$ cat src/rtl/hblank_table_writer.sv
module hblank_table_writer #(
  parameter int AW = 16,
  parameter int IW = 8,
  parameter int NB = 2,
  localparam int KW = $clog2(NB + 1)
) (
  input  logic          clk,
  input  logic          rst_n,
  input  logic          enable,
  input  logic [AW-1:0] base_addr,
  input  logic [IW-1:0] target_idx,
  input  logic          vblank,
  input  logic          hblank,
  output logic          tbl_rd,
  output logic [AW-1:0] tbl_addr,
  input  logic [7:0]    tbl_data,
  output logic          reg_wr,
  output logic [IW-1:0] reg_idx,
  output logic [7:0]    reg_data
);
  localparam logic [KW-1:0] KLAST = KW'(NB);
  localparam logic [KW-1:0] KEND  = KW'(NB - 1);

  typedef enum logic [2:0] {S_OFF, S_RD, S_CAP, S_WAIT, S_WR, S_ENDL} st_t;

  st_t           st;
  logic          vb_q;
  logic [AW-1:0] ptr;
  logic [6:0]    cnt;
  logic          rep, first;
  logic [KW-1:0] k;
  logic [IW-1:0] idx_q;
  logic [7:0]    dat [NB];

  wire frame_go = vb_q & ~vblank;

  assign tbl_rd   = (st == S_RD);
  assign tbl_addr = ptr;
  assign reg_wr   = (st == S_WR);
  assign reg_idx  = idx_q;
  assign reg_data = dat[k];

  always_ff @(posedge clk or negedge rst_n) begin
    if (!rst_n) begin
      st    <= S_OFF;
      vb_q  <= 1'b0;
      ptr   <= '0;
      cnt   <= '0;
      rep   <= 1'b0;
      first <= 1'b0;
      k     <= '0;
      idx_q <= '0;
      for (int i = 0; i < NB; i++) dat[i] <= '0;
    end else begin
      vb_q <= vblank;
      if (vblank) st <= S_OFF;
      else if (frame_go) begin
        if (enable) begin
          st    <= S_RD;
          ptr   <= base_addr;
          k     <= '0;
          idx_q <= target_idx;
        end else st <= S_OFF;
      end else begin
        case (st)
          S_RD: begin
            ptr <= ptr + 1'b1;
            st  <= S_CAP;
          end
          S_CAP: begin
            if (k == '0) begin
              rep <= tbl_data[7];
              cnt <= tbl_data[6:0];
              if (tbl_data[6:0] == '0) st <= S_OFF;
              else begin
                k  <= 1;
                st <= S_RD;
              end
            end else begin
              dat[k - 1'b1] <= tbl_data;
              if (k == KLAST) begin
                first <= 1'b1;
                st    <= S_WAIT;
              end else begin
                k  <= k + 1'b1;
                st <= S_RD;
              end
            end
          end
          S_WAIT: if (hblank) begin
            k  <= '0;
            st <= (first || rep) ? S_WR : S_ENDL;
          end
          S_WR: begin
            if (k == KEND) st <= S_ENDL;
            else k <= k + 1'b1;
          end
          S_ENDL: begin
            first <= 1'b0;
            cnt   <= cnt - 1'b1;
            if (cnt == 7'd1) begin
              k  <= '0;
              st <= S_RD;
            end else st <= S_WAIT;
          end
          default: st <= S_OFF;
        endcase
      end
    end
  end
endmodule


$ cat config.mk
export PLATFORM = sky130hd
export DESIGN_NAME = hblank_table_writer
export DESIGN_NICKNAME = d
export VERILOG_FILES = /design/src/rtl/hblank_table_writer.sv
export SDC_FILE = /design/constraint.sdc
export NUM_CORES = 1
export LEC_CHECK = 0
export CAP_MARGIN = 20
export CORE_ASPECT_RATIO = 1.4
export CORE_MARGIN = 2
export CORE_UTILIZATION = 40
export CTS_BUF_LIST = sky130_fd_sc_hd__clkbuf_4 sky130_fd_sc_hd__clkbuf_8 sky130_fd_sc_hd__clkbuf_16
export CTS_CLUSTER_SIZE = 24
export DETAILED_ROUTE_END_ITERATION = 16
export GPL_ROUTABILITY_DRIVEN = 0
export PLACE_DENSITY_LB_ADDON = 0.3
export SLEW_MARGIN = 25
export SYNTH_ARGS = -nofsm -noshare
export SYNTH_HDL_FRONTEND = slang
export SYNTH_SLANG_ARGS = --single-unit
export TNS_END_PERCENT = 1
$ cat constraint.sdc
create_clock -name clk -period 2.65 [get_ports clk]
set_clock_uncertainty 0.05 [all_clocks]
set_input_delay 0.795 -clock clk [delete_from_list [all_inputs] [get_ports clk]]
set_output_delay 0.795 -clock clk [all_outputs]
set_load 0.01 [all_outputs]
=== After elaboration in Yosys (flattened, before gate mapping) ===
Index checks and enable logic that the tools add are counted.

* Mux-type cells: 34
* Div/mod/pow operators: 0
* Order comparisons: 3
* $mul: 0
* $add $sub $neg: 4
* Shift-type cells: 0
* Bitwise operators: 6
* Reductions and logical operators: 15
* Equal/unequal tests: 19

{| class="wikitable"
|+ Operators by type and width
! operator !! number
|-
| 16-bit two-way mux || 3
|-
| 8-bit two-way mux || 4
|-
| 2-bit two-way mux || 10
|-
| 16-bit by 1-bit adder with 16-bit output, second input constant || 1
|-
| 16-bit bitwise mux || 1
|-
| 3-bit two-way mux || 5
|-
| 3-bit case mux with 5 select lines || 1
|-
| 7-bit case mux with 2 select lines || 1
|-
| 4-bit != test, second input constant || 3
|-
| 4-bit AND reduction || 3
|-
| 3-bit != test, second input constant || 3
|-
| 8-bit demux with 1-bit select || 1
|-
| 2-bit != test, second input constant || 4
|-
| 2-bit case mux with 4 select lines || 1
|-
| 8-bit AND reduction || 1
|-
| 7-bit by 1-bit == test with 1-bit output, second input constant || 1
|-
| 7-bit zero test || 1
|-
| 7-bit two-way mux || 1
|-
| 7-bit by 1-bit subtractor with 7-bit output, second input constant || 1
|-
| 3-bit by 2-bit == test with 1-bit output, second input constant || 2
|-
| 3-bit == test, second input constant || 2
|-
| 3-bit by 2-bit greater-or-equal comparator with 1-bit output, second input constant || 2
|-
| 2-bit NOT with 3-bit output || 2
|-
| 3-bit AND reduction || 2
|-
| 18 further kinds || 25
|}

* Output and inout bits: 34
* Logic and storage cells: 91
* Memories: 0
* ROM bits: 0
* Flip-flop bits (word level): 55
* Latch bits: 0
* Bits of input ports: 37
* Bits in writable memories: 0

=== Longest topological paths before layout ===
* Depth in word-level cells: 7
* Mapped depth: 7
* Mapped depth without buffers: 6

=== Worst setup path after synthesis ===
OpenSTA, ideal clock, no wires.

* Path type: reg-to-reg
* Start point: register k[0]
* End point: register dat[14] (netlist name)
* Clock period less this slack: 2.034 ns
* Path buffers: 1
* Data required time: 2.472 ns
* Slack: 0.616 ns
* Library setup time: 0.128 ns
* Arrival: 1.856 ns
* Cell stages (with the launch flop): 7
* Cells stage by stage: dfrtp_1 > clkbuf_1 > inv_1 > ha_1 > nor4_4 > nand2_4 > mux2_1

* Longest elaborated chain between the ends: 7
* Elaborated cells on any way between the ends: 11
* Classes of those cells: add/sub (1); order compare (2); mux (3); bitwise (2); reduce/logical (3)

{| class="wikitable"
|+ Ends and longest elaborated chain
! item !! RTL line !! text
|-
| start, declared || 31 || <nowiki>logic [KW-1:0] k;</nowiki>
|-
| start signal, assigned || 85 || <nowiki>k <= k + 1'b1;</nowiki>
|-
| start signal, assigned || 96 || <nowiki>else k <= k + 1'b1;</nowiki>
|-
| 2-bit by 1-bit subtractor with 2-bit output || 80 || <nowiki>dat[k - 1'b1] <= tbl_data;</nowiki>
|-
| 2-bit NOT with 3-bit output (not written as such) || 80 ||
|-
| 3-bit by 2-bit greater-or-equal comparator with 1-bit output (not written as such) or 3-bit by 1-bit < comparator with 1-bit output (tied branches) || 80 ||
|-
| 1-bit logical AND (not written as such) || 80 ||
|-
| 8-bit two-way mux (not written as such) || 80 ||
|-
| 8-bit demux with 1-bit select || 80 ||
|-
| 16-bit bitwise mux || 80 ||
|-
| end signal, assigned by index || 80 ||
|-
| end, declared || 33 || <nowiki>logic [7:0] dat [NB];</nowiki>
|}

Several ways; a longest one is shown, not always the timed one.
A chain may end at the register's enable or synchronous reset.

=== Final worst setup path ===
* Start point: register k[0]
* End point: output reg_data[1]

* Longest elaborated chain between the ends: 4

{| class="wikitable"
|+ Ends and longest elaborated chain
! item !! RTL line !! text
|-
| 2-bit NOT with 3-bit output (not written as such) || 41 || <nowiki>assign reg_data = dat[k];</nowiki>
|-
| 8-bit two-way mux (not written as such) (3 in a row) || 41 ||
|-
| end, declared || 19 || <nowiki>output logic [7:0] reg_data</nowiki>
|}

No other way between the ends. The select of a mux whose other input is x is not followed.

==> results.tsv <==
stage	metric	value	unit
detailed_routing	Final ANT Viol Nets	0	
final_layout	Post-Layout Cell Count	487	
global_routing	initial antenna violation count	0	
detailed_routing	wire per inst	15.6	um
power	Seq pwr share	0.475	
timing	hold_ws	0.415	ns
floorplan	core footprint	7700	sq um
final_layout	Layout area overhead	30.0	%
power	VDD IR max	0.389	mV
timing	Worst slew margin	0.663	
clock_tree	Sink Count	55	
timing	Final Hold Fails	0	
timing	final setup violation count	0	
power	internal power	1.57	mW
detailed_routing	DRC Markers	0	
yosys	ys async rst share	1.00	
final_layout	share of cells above drive strength 1	0.160	
critical_path	RR Startpoint	k[0]	
floorplan	Die Wd	78.9	um
yosys	post-synthesis compound-gate area fraction	0.172	
detailed_routing	drt total wl	7.61	mm
yosys	Seq cells post-synth	55	
worst_hold_path	hold crit path type	input port to async pin	
timing	Pins Over Slew Limit	0	
place	DPL Wire Length	5.44	mm
timing	post-layout min period	2.56	ns
critical_path	Setup crit end kind	output port	
yosys	Mapped Cells	316	
job	maxcap violations	0	
detailed_routing	vias per inst	5.49	
yosys	Synth Net Count	361	
clock_tree	clk slew on worst S/H paths	0.10	ns
floorplan	die footprint	8580	sq um
clock_tree	Hold-fix buffers, CTS	0	
detailed_routing	vias	2675	
yosys	mean area per synthesized cell	9.93	sq um
timing	setup TNS	0	ns
timing	Peak Freq	391	MHz
critical_path	reg2reg path depth	6	
floorplan	die height	109	um
clock_tree	later-pin clock latency in the skew report	0.31	ns
global_routing	vias in the first global route	2515	
timing	Worst-Margin Slew	0.499	ns
power	Switching Share	0.311	
detailed_routing	initial DRC count	90	
global_routing	GRT Total Usage	0.180	
detailed_routing	Pre-antenna DRT Iters	4	
timing	Period Utilization, post-route	0.965	
critical_path	crit path max fanout	12	
power	Clock power frac	0.253	
floorplan	starting density of the core	0.408	
critical_path	Arr. time, crit path	1.71	ns
floorplan	io pins	71	
outcome	status	complete, no violations	
place	placed cell count	479	
final_layout	layout net count	431	
power	power per cell area	560	nW/um^2
yosys	Cell variety after synth	54	
global_routing	GRT Residual Overflow	0	
critical_path	Reg2Reg Capture Point	cnt[6]	
final_layout	final core occ	0.530	
place	PortBufs	70	
yosys	xor/xnor share of the synthesized area	0.00279	
yosys	Post-synth top flop	dfrtp_1	
critical_path	reg-to-reg setup timing slack	0.62	ns
power	Leak	1.80	nW
power	Net Switching	0.710	mW
floorplan	num rows	38	
final_layout	ant diodes	0	
yosys	Post-synth EDFFs	0	
yosys	YS warnings	0	
clock_tree	CTS tree	done	
yosys	Post-Syn Area	3140	sq um
yosys	Synth Area in Adders	0.0319	
global_routing	largest net degree at the start of global routing	56	
clock_tree	CTS Buf Count	5	
clock_tree	H-Tree Depth	2	
critical_path	type of the worst setup path	flop to output port	
yosys	mux share of post-synthesis cell area	0.131	
clock_tree	Max Buffers Root-to-Sink	2	
critical_path	CP Launch Type	flop	
clock_tree	CTS root buf	clkbuf_8	
global_routing	first-pass GRT wire length	12.3	mm
yosys	post-synthesis simple-gate area fraction	0.178	
timing	RSZ-0062 raised after global routing	false	
yosys	sequential area share after synthesis	0.438	
critical_path	CP required	1.81	ns
yosys	largest family of logic cells by synthesized area	simple AND/OR/NAND/NOR gates	
power	combinational share of power	0.271	
[per-stage QoR]
step / total power [mW] / instance area (sq um) / setup WS [ns]
2_1_floorplan: 1.37 / 3140 / 0.616
3_3_place_gp: 1.71 / 3960 / 0.184
3_5_place_dp: 1.72 / 3960 / 0.183
4_1_cts: 2.31 / 4080 / 0.0614
5_1_grt: 2.41 / 4080 / 0.0296
6_report: 2.29 / 4080 / 0.0917
[cell usage after synthesis, drive strengths merged (3+ instances only)]
master,number,share of area
o21ai,17,0.027
nor2b,3,0.0060
nor2,14,0.017
buf,9,0.020
nor3,6,0.0096
nand4,7,0.014
nand2,24,0.033
nand3b,3,0.0072
ha,8,0.032
mux2,33,0.12
dfrtp,55,0.44
o211ai,3,0.0072
nand3,13,0.021
clkbuf,10,0.012
and3,3,0.0060
o2bb2ai,4,0.011
a22oi,4,0.0096
nor4,4,0.013
a21oi,33,0.055
o22ai,6,0.012
inv,12,0.014
nand2b,7,0.014
mux2i,4,0.013
a31oi,4,0.0080
[timing repair]
| action | in CTS | in global routing |
|---|---|---|
| gates cloned | 0 | 0 |
| gates resized for setup | 2 | 1 |
| setup endpoints to repair | 9 | 1 |
| hold endpoints to repair | 0 | 0 |
| buffers inserted | 0 | 0 |
[critical path, stage by stage (launching register included)]
cell and delay [ns]:
dfrtp_2 0.53, mux2_2 0.39, clkdlybuf4s50_1 0.48
[cells in the final DEF, fill, tap and decap left out, types with 7 or more instances in the layout]
master and count:
o21ai_0 12, nand2b_1 7, buf_4 11, clkdlybuf4s50_1 67, nor2_1 14, mux2_2 31, nand3_1 13, ha_1 8
nand2_1 22, dfrtp_1 54, inv_1 12, nand4_1 7, a21oi_1 31
[sequential cells by signal, indices dropped and copies added (netlist names)]
signal and flops:
dat 16, tbl_addr 16, reg_idx 8, cnt 7, st 3, k 2, first 1, rep 1
vb_q 1
[power groups by stage]
stage               Sequential (mW)  Combinational [mW]  Clock, mW
finish                         1.09               0.619      0.579
global route                   1.11               0.675      0.624
CTS                            1.08               0.625      0.596
detailed placement             1.10               0.623          0
global placement               1.10               0.616          0
floorplan                      1.10               0.273          0
[worst max path at each step]
stage	to	from
3_3_place_gp	cnt[1]	vblank
5_1_grt	reg_data[1]	k[0]
2_1_floorplan	dat[14]	k[0]
4_1_cts	reg_data[1]	k[0]
3_5_place_dp	dat[14]	vblank
6_report	reg_data[1]	k[0]
[cell families after synthesis]
| kind of cell | count (synthesis) |
|---|---|
| mux | 37 |
| flops | 55 |
| xor+xnor | 1 |
| buf+inv | 31 |
| simple gates | 97 |
| fa+ha+maj | 8 |
| compound gates | 87 |
[layer usage]
metal	global-route usage	wire length (um)	up-vias
met5	0	0	-
met4	0.0603	102	0
met1	0.227	3240	1290
met3	0.0331	302	9
li1	-	-	1302
met2	0.312	3970	74
[cell type report]
type	count	area, sq um
fill	734	3620
multi-input combinational	230	1620
sequential	55	1380
timing repair buffer	82	800
tap	100	125
clock buffer	6	76.3
inverter	12	45.0
clock inverter	2	38.8
(Power assumes the default switching activity.)
